===== src/rtl/pse_evt_pkg.sv =====
package pse_evt_pkg;
  localparam int DW       = 8;
  localparam int AW       = 8;
  localparam int NREG     = 5;
  localparam int NPORT    = 4;
  localparam logic [AW-1:0] A_SUM  = 8'h00;
  localparam logic [AW-1:0] A_MASK = 8'h01;
  localparam int EVT_BASE = 2;
  typedef enum int {EV_PWR = 0, EV_DET = 1, EV_FLT = 2, EV_STU = 3, EV_SUP = 4} evt_idx_e;
endpackage


===== src/rtl/pse_evt_ptr.sv =====
module pse_evt_ptr #(
  parameter int AW = 8,
  parameter logic [AW-1:0] TOP = 8'h71
) (
  input  logic          clk,
  input  logic          rst_n,
  input  logic          ptr_set,
  input  logic          adv,
  input  logic [AW-1:0] load_val,
  output logic [AW-1:0] ptr
);
  logic [AW-1:0] ptr_d;
  logic          ptr_en;

  always_comb begin
    ptr_en = 1'b0;
    ptr_d  = ptr;
    if (ptr_set) begin
      ptr_en = 1'b1;
      ptr_d  = (load_val > TOP) ? TOP : load_val;
    end else if (adv && (ptr < TOP)) begin
      ptr_en = 1'b1;
      ptr_d  = ptr + 1'b1;
    end
  end

  always_ff @(posedge clk or negedge rst_n) begin
    if (!rst_n)      ptr <= '0;
    else if (ptr_en) ptr <= ptr_d;
  end

  assert_ptr_inc_R1: assert property (@(posedge clk) disable iff (!rst_n)
    (adv && !ptr_set && ptr < TOP) |=> ptr == $past(ptr) + 1'b1);
  assert_ptr_sat_R2: assert property (@(posedge clk) disable iff (!rst_n)
    (adv && !ptr_set && ptr == TOP) |=> ptr == TOP);
  assert_ptr_hold_R3: assert property (@(posedge clk) disable iff (!rst_n)
    (!adv && !ptr_set) |=> $stable(ptr));
  assert_ptr_range_R2: assert property (@(posedge clk) disable iff (!rst_n)
    ptr <= TOP);
endmodule


===== src/rtl/pse_evt_sticky.sv =====
module pse_evt_sticky #(
  parameter int W = 8
) (
  input  logic         clk,
  input  logic         rst_n,
  input  logic [W-1:0] set_i,
  input  logic         clr_i,
  output logic [W-1:0] q
);
  logic [W-1:0] q_d;
  logic         q_en;

  always_comb begin
    q_d  = (q & ~{W{clr_i}}) | set_i;
    q_en = clr_i || (set_i != '0);
  end

  always_ff @(posedge clk or negedge rst_n) begin
    if (!rst_n)    q <= '0;
    else if (q_en) q <= q_d;
  end

  assert_evt_keep_R7: assert property (@(posedge clk) disable iff (!rst_n)
    1'b1 |=> (q & $past(set_i)) == $past(set_i));
  assert_evt_sticky_R12: assert property (@(posedge clk) disable iff (!rst_n)
    !clr_i |=> (q & $past(q)) == $past(q));
endmodule


===== src/rtl/pse_evt_irq.sv =====
module pse_evt_irq
  import pse_evt_pkg::*;
#(
  parameter logic [DW-1:0] MASK_RST = 8'h80
) (
  input  logic               clk,
  input  logic               rst_n,
  input  logic               mask_we,
  input  logic [DW-1:0]      wdata,
  input  logic [NREG*DW-1:0] evt_flat,
  output logic [DW-1:0]      summary,
  output logic [DW-1:0]      mask,
  output logic               irq
);
  localparam int H = DW / 2;
  logic [DW-1:0] r_pwr, r_det, r_flt, r_stu, r_sup;

  always_comb begin
    r_pwr = evt_flat[EV_PWR*DW +: DW];
    r_det = evt_flat[EV_DET*DW +: DW];
    r_flt = evt_flat[EV_FLT*DW +: DW];
    r_stu = evt_flat[EV_STU*DW +: DW];
    r_sup = evt_flat[EV_SUP*DW +: DW];
    summary[7] = |r_sup;
    summary[6] = |r_stu;
    summary[5] = |r_flt[H-1:0];
    summary[4] = |r_det[DW-1:H];
    summary[3] = |r_det[H-1:0];
    summary[2] = |r_flt[DW-1:H];
    summary[1] = |r_pwr[DW-1:H];
    summary[0] = |r_pwr[H-1:0];
  end

  always_ff @(posedge clk or negedge rst_n) begin
    if (!rst_n)       mask <= MASK_RST;
    else if (mask_we) mask <= wdata;
  end

  assign irq = |(summary & mask);

  assert_mask_hold_R4: assert property (@(posedge clk) disable iff (!rst_n)
    !mask_we |=> $stable(mask));
  assert_mask_load_R4: assert property (@(posedge clk) disable iff (!rst_n)
    mask_we |=> mask == $past(wdata));
endmodule


===== src/rtl/pse_evt_regbank.sv =====
module pse_evt_regbank
  import pse_evt_pkg::*;
#(
  parameter logic [AW-1:0] TOP_ADDR = 8'h71,
  parameter logic [DW-1:0] MASK_RST = 8'h80
) (
  input  logic          clk,
  input  logic          rst_n,
  input  logic          bus_start,
  input  logic          ptr_wr,
  input  logic          wr_en,
  input  logic          rd_en,
  input  logic [DW-1:0] wdata,
  output logic [DW-1:0] rdata,
  input  logic [3:0]    evt_pgood,
  input  logic [3:0]    evt_pwren,
  input  logic [3:0]    evt_class,
  input  logic [3:0]    evt_detect,
  input  logic [3:0]    evt_discon,
  input  logic [3:0]    evt_ilim,
  input  logic [3:0]    evt_stoc,
  input  logic [3:0]    evt_sttmo,
  input  logic [3:0]    evt_supply,
  output logic          irq
);
  logic [1:0]    rst_sync;
  logic          rst_q;
  logic [AW-1:0] ptr;
  logic [DW-1:0] set_v [NREG];
  logic [DW-1:0] evt_q [NREG];
  logic [NREG-1:0] clr_v;
  logic [NREG*DW-1:0] evt_flat;
  logic [DW-1:0] summary, mask;
  logic          bus_start_unused;

  // reset: asserted asynchronously, released on the clock
  always_ff @(posedge clk or negedge rst_n) begin
    if (!rst_n) rst_sync <= 2'b00;
    else        rst_sync <= {rst_sync[0], 1'b1};
  end
  assign rst_q = rst_sync[1];

  // a start or repeated start has no effect on the pointer
  assign bus_start_unused = bus_start;

  pse_evt_ptr #(.AW(AW), .TOP(TOP_ADDR)) u_ptr (
    .clk(clk), .rst_n(rst_q), .ptr_set(ptr_wr), .adv(wr_en || rd_en),
    .load_val(wdata), .ptr(ptr)
  );

  always_comb begin
    set_v[EV_PWR] = {evt_pgood, evt_pwren};
    set_v[EV_DET] = {evt_class, evt_detect};
    set_v[EV_FLT] = {evt_discon, evt_ilim};
    set_v[EV_STU] = {evt_stoc, evt_sttmo};
    set_v[EV_SUP] = {evt_supply, 4'b0000};
  end

  for (genvar i = 0; i < NREG; i++) begin : g_evt
    localparam logic [AW-1:0] A_PLAIN = AW'(EVT_BASE + 2*i);
    localparam logic [AW-1:0] A_COR   = AW'(EVT_BASE + 2*i + 1);
    assign clr_v[i] = rd_en && (ptr == A_COR);
    pse_evt_sticky #(.W(DW)) u_reg (
      .clk(clk), .rst_n(rst_q), .set_i(set_v[i]), .clr_i(clr_v[i]), .q(evt_q[i])
    );
    assign evt_flat[i*DW +: DW] = evt_q[i];

    assert_cor_clear_R6: assert property (@(posedge clk) disable iff (!rst_q)
      (rd_en && ptr == A_COR) |=> evt_q[i] == $past(set_v[i]));
    assert_plain_keep_R5: assert property (@(posedge clk) disable iff (!rst_q)
      (rd_en && ptr == A_PLAIN) |=> (evt_q[i] & $past(evt_q[i])) == $past(evt_q[i]));
  end

  pse_evt_irq #(.MASK_RST(MASK_RST)) u_irq (
    .clk(clk), .rst_n(rst_q), .mask_we(wr_en && (ptr == A_MASK)), .wdata(wdata),
    .evt_flat(evt_flat), .summary(summary), .mask(mask), .irq(irq)
  );

  always_comb begin
    rdata = '0;
    if (ptr == A_SUM)       rdata = summary;
    else if (ptr == A_MASK) rdata = mask;
    else begin
      for (int i = 0; i < NREG; i++) begin
        if ((ptr >> 1) == AW'((EVT_BASE >> 1) + i)) rdata = evt_q[i];
      end
    end
  end

  assert_single_op_R1: assert property (@(posedge clk) disable iff (!rst_q)
    $countones({ptr_wr, wr_en, rd_en}) <= 1);
  assert_irq_src_R10: assert property (@(posedge clk) disable iff (!rst_q)
    irq |-> (evt_flat != '0));
  assert_start_ptr_R3: assert property (@(posedge clk) disable iff (!rst_q)
    (bus_start && !ptr_wr && !wr_en && !rd_en) |=> $stable(ptr));
endmodule


===== config.mk =====
export PLATFORM = sky130hd
export DESIGN_NAME = pse_evt_regbank
export DESIGN_NICKNAME = d
export VERILOG_FILES = /design/src/rtl/pse_evt_pkg.sv /design/src/rtl/pse_evt_ptr.sv /design/src/rtl/pse_evt_sticky.sv /design/src/rtl/pse_evt_irq.sv /design/src/rtl/pse_evt_regbank.sv
export SDC_FILE = /design/constraint.sdc
export NUM_CORES = 1
export LEC_CHECK = 0
export CAP_MARGIN = 10
export CORE_MARGIN = 5
export CORE_UTILIZATION = 40
export CTS_CLUSTER_SIZE = 8
export DETAILED_ROUTE_END_ITERATION = 8
export SYNTH_ARGS = -nofsm -noshare
export SYNTH_HDL_FRONTEND = slang
export SYNTH_HIERARCHICAL = 1
export SYNTH_SLANG_ARGS = --single-unit

===== constraint.sdc =====
create_clock -name clk -period 3.4 [get_ports clk]
set_clock_uncertainty 0.2 [all_clocks]
set_input_delay 0.85 -clock clk [delete_from_list [all_inputs] [get_ports clk]]
set_output_delay 0.85 -clock clk [all_outputs]
set_load 0.01 [all_outputs]

# == Word-level counts from Yosys, hierarchy flattened ==
# Cells that the tools add are included.
# op_classes
add_sub_neg,1
n_lt_le_gt_ge,2
eq_ne,11
n_mux,12
n_bitwise,16
reduce_logical,30
# ops
op,count
8-bit 2-to-1 mux,10
8-bit AND,6
8-bit NOT,5
8-bit OR,5
8-bit nonzero test,5
4-bit OR reduction,6
8-bit OR reduction,3
8-bit by 3-bit == test with 1-bit output (second input constant),2
8-bit by 4-bit == test with 1-bit output (second input constant),2
7-bit by 2-bit == test with 1-bit output (second input constant),2
7-bit by 3-bit == test with 1-bit output (second input constant),2
8-bit by 1-bit adder with 8-bit output (second input constant),1
8-bit by 1-bit == test with 1-bit output (second input constant),1
8-bit by 2-bit == test with 1-bit output (second input constant),1
8-bit by 7-bit greater-than comparator with 1-bit output (second input constant),1
8-bit zero test,1
8-bit by 7-bit < comparator with 1-bit output (second input constant),1
7-bit by 1-bit == test with 1-bit output (second input constant),1
1-bit logical AND,7
1-bit logical OR,6
1-bit 2-to-1 mux,2
2-bit AND reduction,1
2-bit nonzero test,1
# word_totals
regBits,58
input_bits,50

# == Depth between registers and ports, before layout ==
# logic_depth
ltp_word,8
depth_mapped,7
depth_no_buf,6

# == Modules after synthesis ==
# The synthesis kept the hierarchy.
# by_module_without_submodules
module,n_inst,cells_each,area_each_um2,seq_area_each_um2
pse_evt_sticky,5,17,264.0,200.2
pse_evt_regbank,1,112,773.2,50.0
pse_evt_ptr,1,58,545.5,200.2
pse_evt_irq,1,37,445.4,201.4

# == Least setup slack after synthesis ==
# Ideal clock, no wire load.
# synth_path
path_kind,reg2out
start,register u_ptr.ptr[2]
end,output rdata[6]
arrival_ns,1.789
required_ns,2.350
setup_slack_ns,0.561
path_stages_with_launch,5
n_path_buf,1
path_cell_list,dfrtp_1 buf_2 nor3b_1 a311oi_1 o311ai_0
# synth_between
elab_chain_cells,8
elab_cells_between_ends,14
cone_classes,6 x eq/ne; 7 x mux; 1 x reduce/logical
# synth_rtl
element,line,text
start: declaration,pse_evt_ptr.sv:10,output logic [AW-1:0] ptr
start signal: assignment,pse_evt_ptr.sv:29,else if (ptr_en) ptr <= ptr_d;
7-bit by 1-bit == test with 1-bit output,pse_evt_regbank.sv:85,if ((ptr >> 1) == AW'((EVT_BASE >> 1) + i)) rdata = evt_q[i];
8-bit 2-to-1 mux (5 in series),pse_evt_regbank.sv:85,
8-bit 2-to-1 mux,pse_evt_regbank.sv:82,else if (ptr == A_MASK) rdata = mask;
8-bit 2-to-1 mux *,pse_evt_regbank.sv:81,if (ptr == A_SUM) rdata = summary;
end: declaration,pse_evt_regbank.sv:14,"output logic [DW-1:0] rdata,"
# Mark *: on every way between the ends. The rest lies on a longest branch, timed or not.

# == Final worst setup path ==
# layout_path
start,register u_ptr.ptr[1]
end,output rdata[3]
# The elaborated chain is that of the path after synthesis.

==> flow_summary.ini <==
[power]
intPower_mw = 1.24
p_seq_share_pct = 43.1
combPwrFrac_pct = 24.8
p_total_mw = 1.77
p_sw_uw = 530
peakVddDrop_v = 0.000210
swShare_pct = 30.0
powerDensity_nw_per_um2 = 430
clkPwrFrac_pct = 32.0
cellLeakagePower_nw = 1.54

[clock_network]
postCtsSetupBuffers = 0
clk-insertion-delay-late_ns = 0.34
clkSlewWorstSetupHoldPaths_ns = 0.07
numClockSinks = 58
cts-root-buf = clkbuf_8
hold_buffers = 0
cts_buffers = 9
cts_tree = done
clockBufferDepth = 2
h-tree-depth = 3

[setup_path]
reg2reg_depth = 5
end_kind = output port
path_common_cell = buf_4
slowest_delay_ns = 0.61
cp.required_ns = 2.35
path_cells = buf_4, nor2b_1, buf_4, a21oi_1, o21ai_0, a31o_1, dlygate4sd2_1
timing.reg2reg.setup_slack_ns = 1.25
arrival_ns = 2.24
cpLargestDelayFamily = buffers and inverters
startpoint_type = register
rr_endpoint = u_irq/mask[5]
cp_max_fo = 10
critical_path_buf_inv_count = 3
crit_path_start = u_ptr/ptr[1]
r2r_start = u_ptr/ptr[6]
worstSetupPathType = reg -> out
slowest_stage = dfrtp_1

[finish]
synthToLayoutAreaGrowth_pct = 33.1
drive_gt1_share_pct = 18.3
diodes = 0
nNetsFinal = 425

[synthesis]
synth.area.top_cells = dfrtp_1, a21o_1, mux2i_1
ys.flop_type = dfrtp_1
ys_seq_area_share_pct = 47.1
netlist.area_leader.share_pct = 46.2
synth_area_sq_um = 3080
synthArstFlopShare_pct = 100
post-synth-top-count-cell = dfrtp_1
yosysTopAreaCell = dfrtp_1
synthTopCellsByCount = dfrtp_1, a21o_1, a21oi_1
avgSynthCellArea_sq_um = 10.6
ys_seq_elements = 58
yosysWarnings = 6
synth_edf_count = 0
yosysUniqueCellTypes = 53
synthCells = 292

[timing]
relSlewSlack_pct = 51.8
finalSetupViolations = 0
min_period_ns = 3.29
worstMarginPinSlew_ns = 0.723
period_share_pct = 96.9
rsz0062_at_grt = false
finalSetupTns_ns = 0
clock.fmax_ghz = 0.304
drv_slew = 0
hold_viol_final = 0

[routing]
vias_per_cell = 5.51
routedWlPerCell_um = 17.1
drc = 0
vias = 2647
wl_um = 8230
antenna_left = 0
drt_iter0_markers = 141
drt-pass1-iter-count = 4

[floorplanning]
core_sq_um = 7610
fp.dieArea_sq_um = 9570
start_util_pct = 40.5
die_h_um = 97.8
fp.dieW_um = 97.8
rows = 32
io_pins = 59

[outcome]
status = complete, no violations

[place]
port_buffers = 57
gp_congestion = 0.938
hpwl_um = 6380

[grt]
antenna_found_initial = 0
grt_max_degree = 34
grt_pass1_vias = 2747
grt_usage_pct = 18.3
grt_pass1_wl_um = 14000
grt_overflow = 0

[run]
maxCapViolCount = 0

[min_path]
hp-class = reg -> async
through the flow:
stage / setup WS, ns / cell area [sq um] / util, % / hold WS, ns / cells
4_1_cts: 0.00846 / 4100 / 53.9 / 0.155 / 480
5_1_grt: 0.0137 / 4100 / 53.9 / 0.167 / 480
6_report: 0.106 / 4100 / 53.9 / 0.124 / 480
3_5_place_dp: 0.133 / 3920 / 51.5 / 0.138 / 464
2_1_floorplan: 0.561 / 3100 / - / 0.131 / 295
3_3_place_gp: 0.144 / 3920 / 51.5 / 0.136 / 464
worst max path at each step:
stage,cells past startpoint,endpoint
after detailed placement,6,rdata[5]
after CTS,4,irq
final,7,rdata[3]
after global placement,6,rdata[4]
after floorplan,4,rdata[6]
after global routing,7,rdata[0]
cells by family (layout without fill, tap and decap cells):
logic type,count (synthesis),after routing,share of synthesized area [%]
adders and majority gates,2,2,0.811
muxes,18,18,6.17
other,2,5,0.243
and+or+nand+nor,64,64,12.5
AOI/OAI and AO/OA,121,121,29.0
DFF,58,58,47.1
buffers and inverters,24,107,3.25
xor gates and xnor gates,3,3,0.852
power by group through the flow:
| stage | Clock (mW) | Sequential (mW) | Combinational (mW) |
|---|---|---|---|
| after floorplan | 0 | 0.761 | 0.253 |
| after global placement | 0 | 0.773 | 0.435 |
| after detailed placement | 0 | 0.775 | 0.437 |
| after CTS | 0.588 | 0.762 | 0.439 |
| after global routing | 0.611 | 0.768 | 0.482 |
| final | 0.566 | 0.762 | 0.439 |
cell usage in the layout (no fill, tap or decap), types with 2 or more instances in the layout:
cell / n
nand2b_1: 4
buf_4: 24
dfrtp_1: 55
nand2_1: 8
xnor2_1: 3
or4_1: 4
or4_4: 3
a21oi_1: 16
o41ai_1: 4
clkinvlp_4: 3
nor2b_1: 4
nor3_1: 8
inv_1: 4
a21o_1: 40
mux2_2: 8
mux2i_1: 10
a2111o_1: 2
clkbuf_8: 11
a31o_1: 7
nor4_1: 5
inv_2: 5
dfrtp_2: 2
ha_1: 2
nor2_1: 12
clkdlybuf4s50_1: 48
nand3_1: 6
nor4_2: 2
a32o_1: 7
conb_1: 5
dlygate4sd2_1: 8
a31oi_1: 8
a22o_1: 8
nand4_1: 2
o21ai_0: 14
repair_timing:
action | 4_1_cts | 5_1_grt
endpoints found under the setup margin | 9 | 2
resized for setup | 11 | 2
hold endpoints to repair | 0 | 0
flip-flops by register name, summed over array words and instances, names as in the netlist:
name           flops
g_evt.u_reg/q     40
u_irq/mask         8
u_ptr/ptr          8
rst_sync           2
routing by layer:
layer / track usage (%) / share of wire, % / vias to the layer above
met4: 5.96 / 1.3 / 0
met3: 4.64 / 5.3 / 12
met1: 24.7 / 47 / 1284
met2: 28.9 / 46 / 75
met5: 0 / 0 / -
li1: - / - / 1276
area by class of cell:
cell class	instances	area (sq um)
fillers	729	3500
multi-input cells	213	1550
flip-flops and latches	58	1460
repair buffers	82	754
clock buffers	12	155
well taps	102	128
inverters	9	33.8
clock inverters	4	27.5
worst register-to-register path, cell delays in order, from the launching register on:
cell	delay [ns]
dfrtp_1	0.38
or4_4	0.57
buf_4	0.17
nor3_1	0.17
buf_4	0.20
mux2_2	0.34
(Power assumes the default switching activity.)
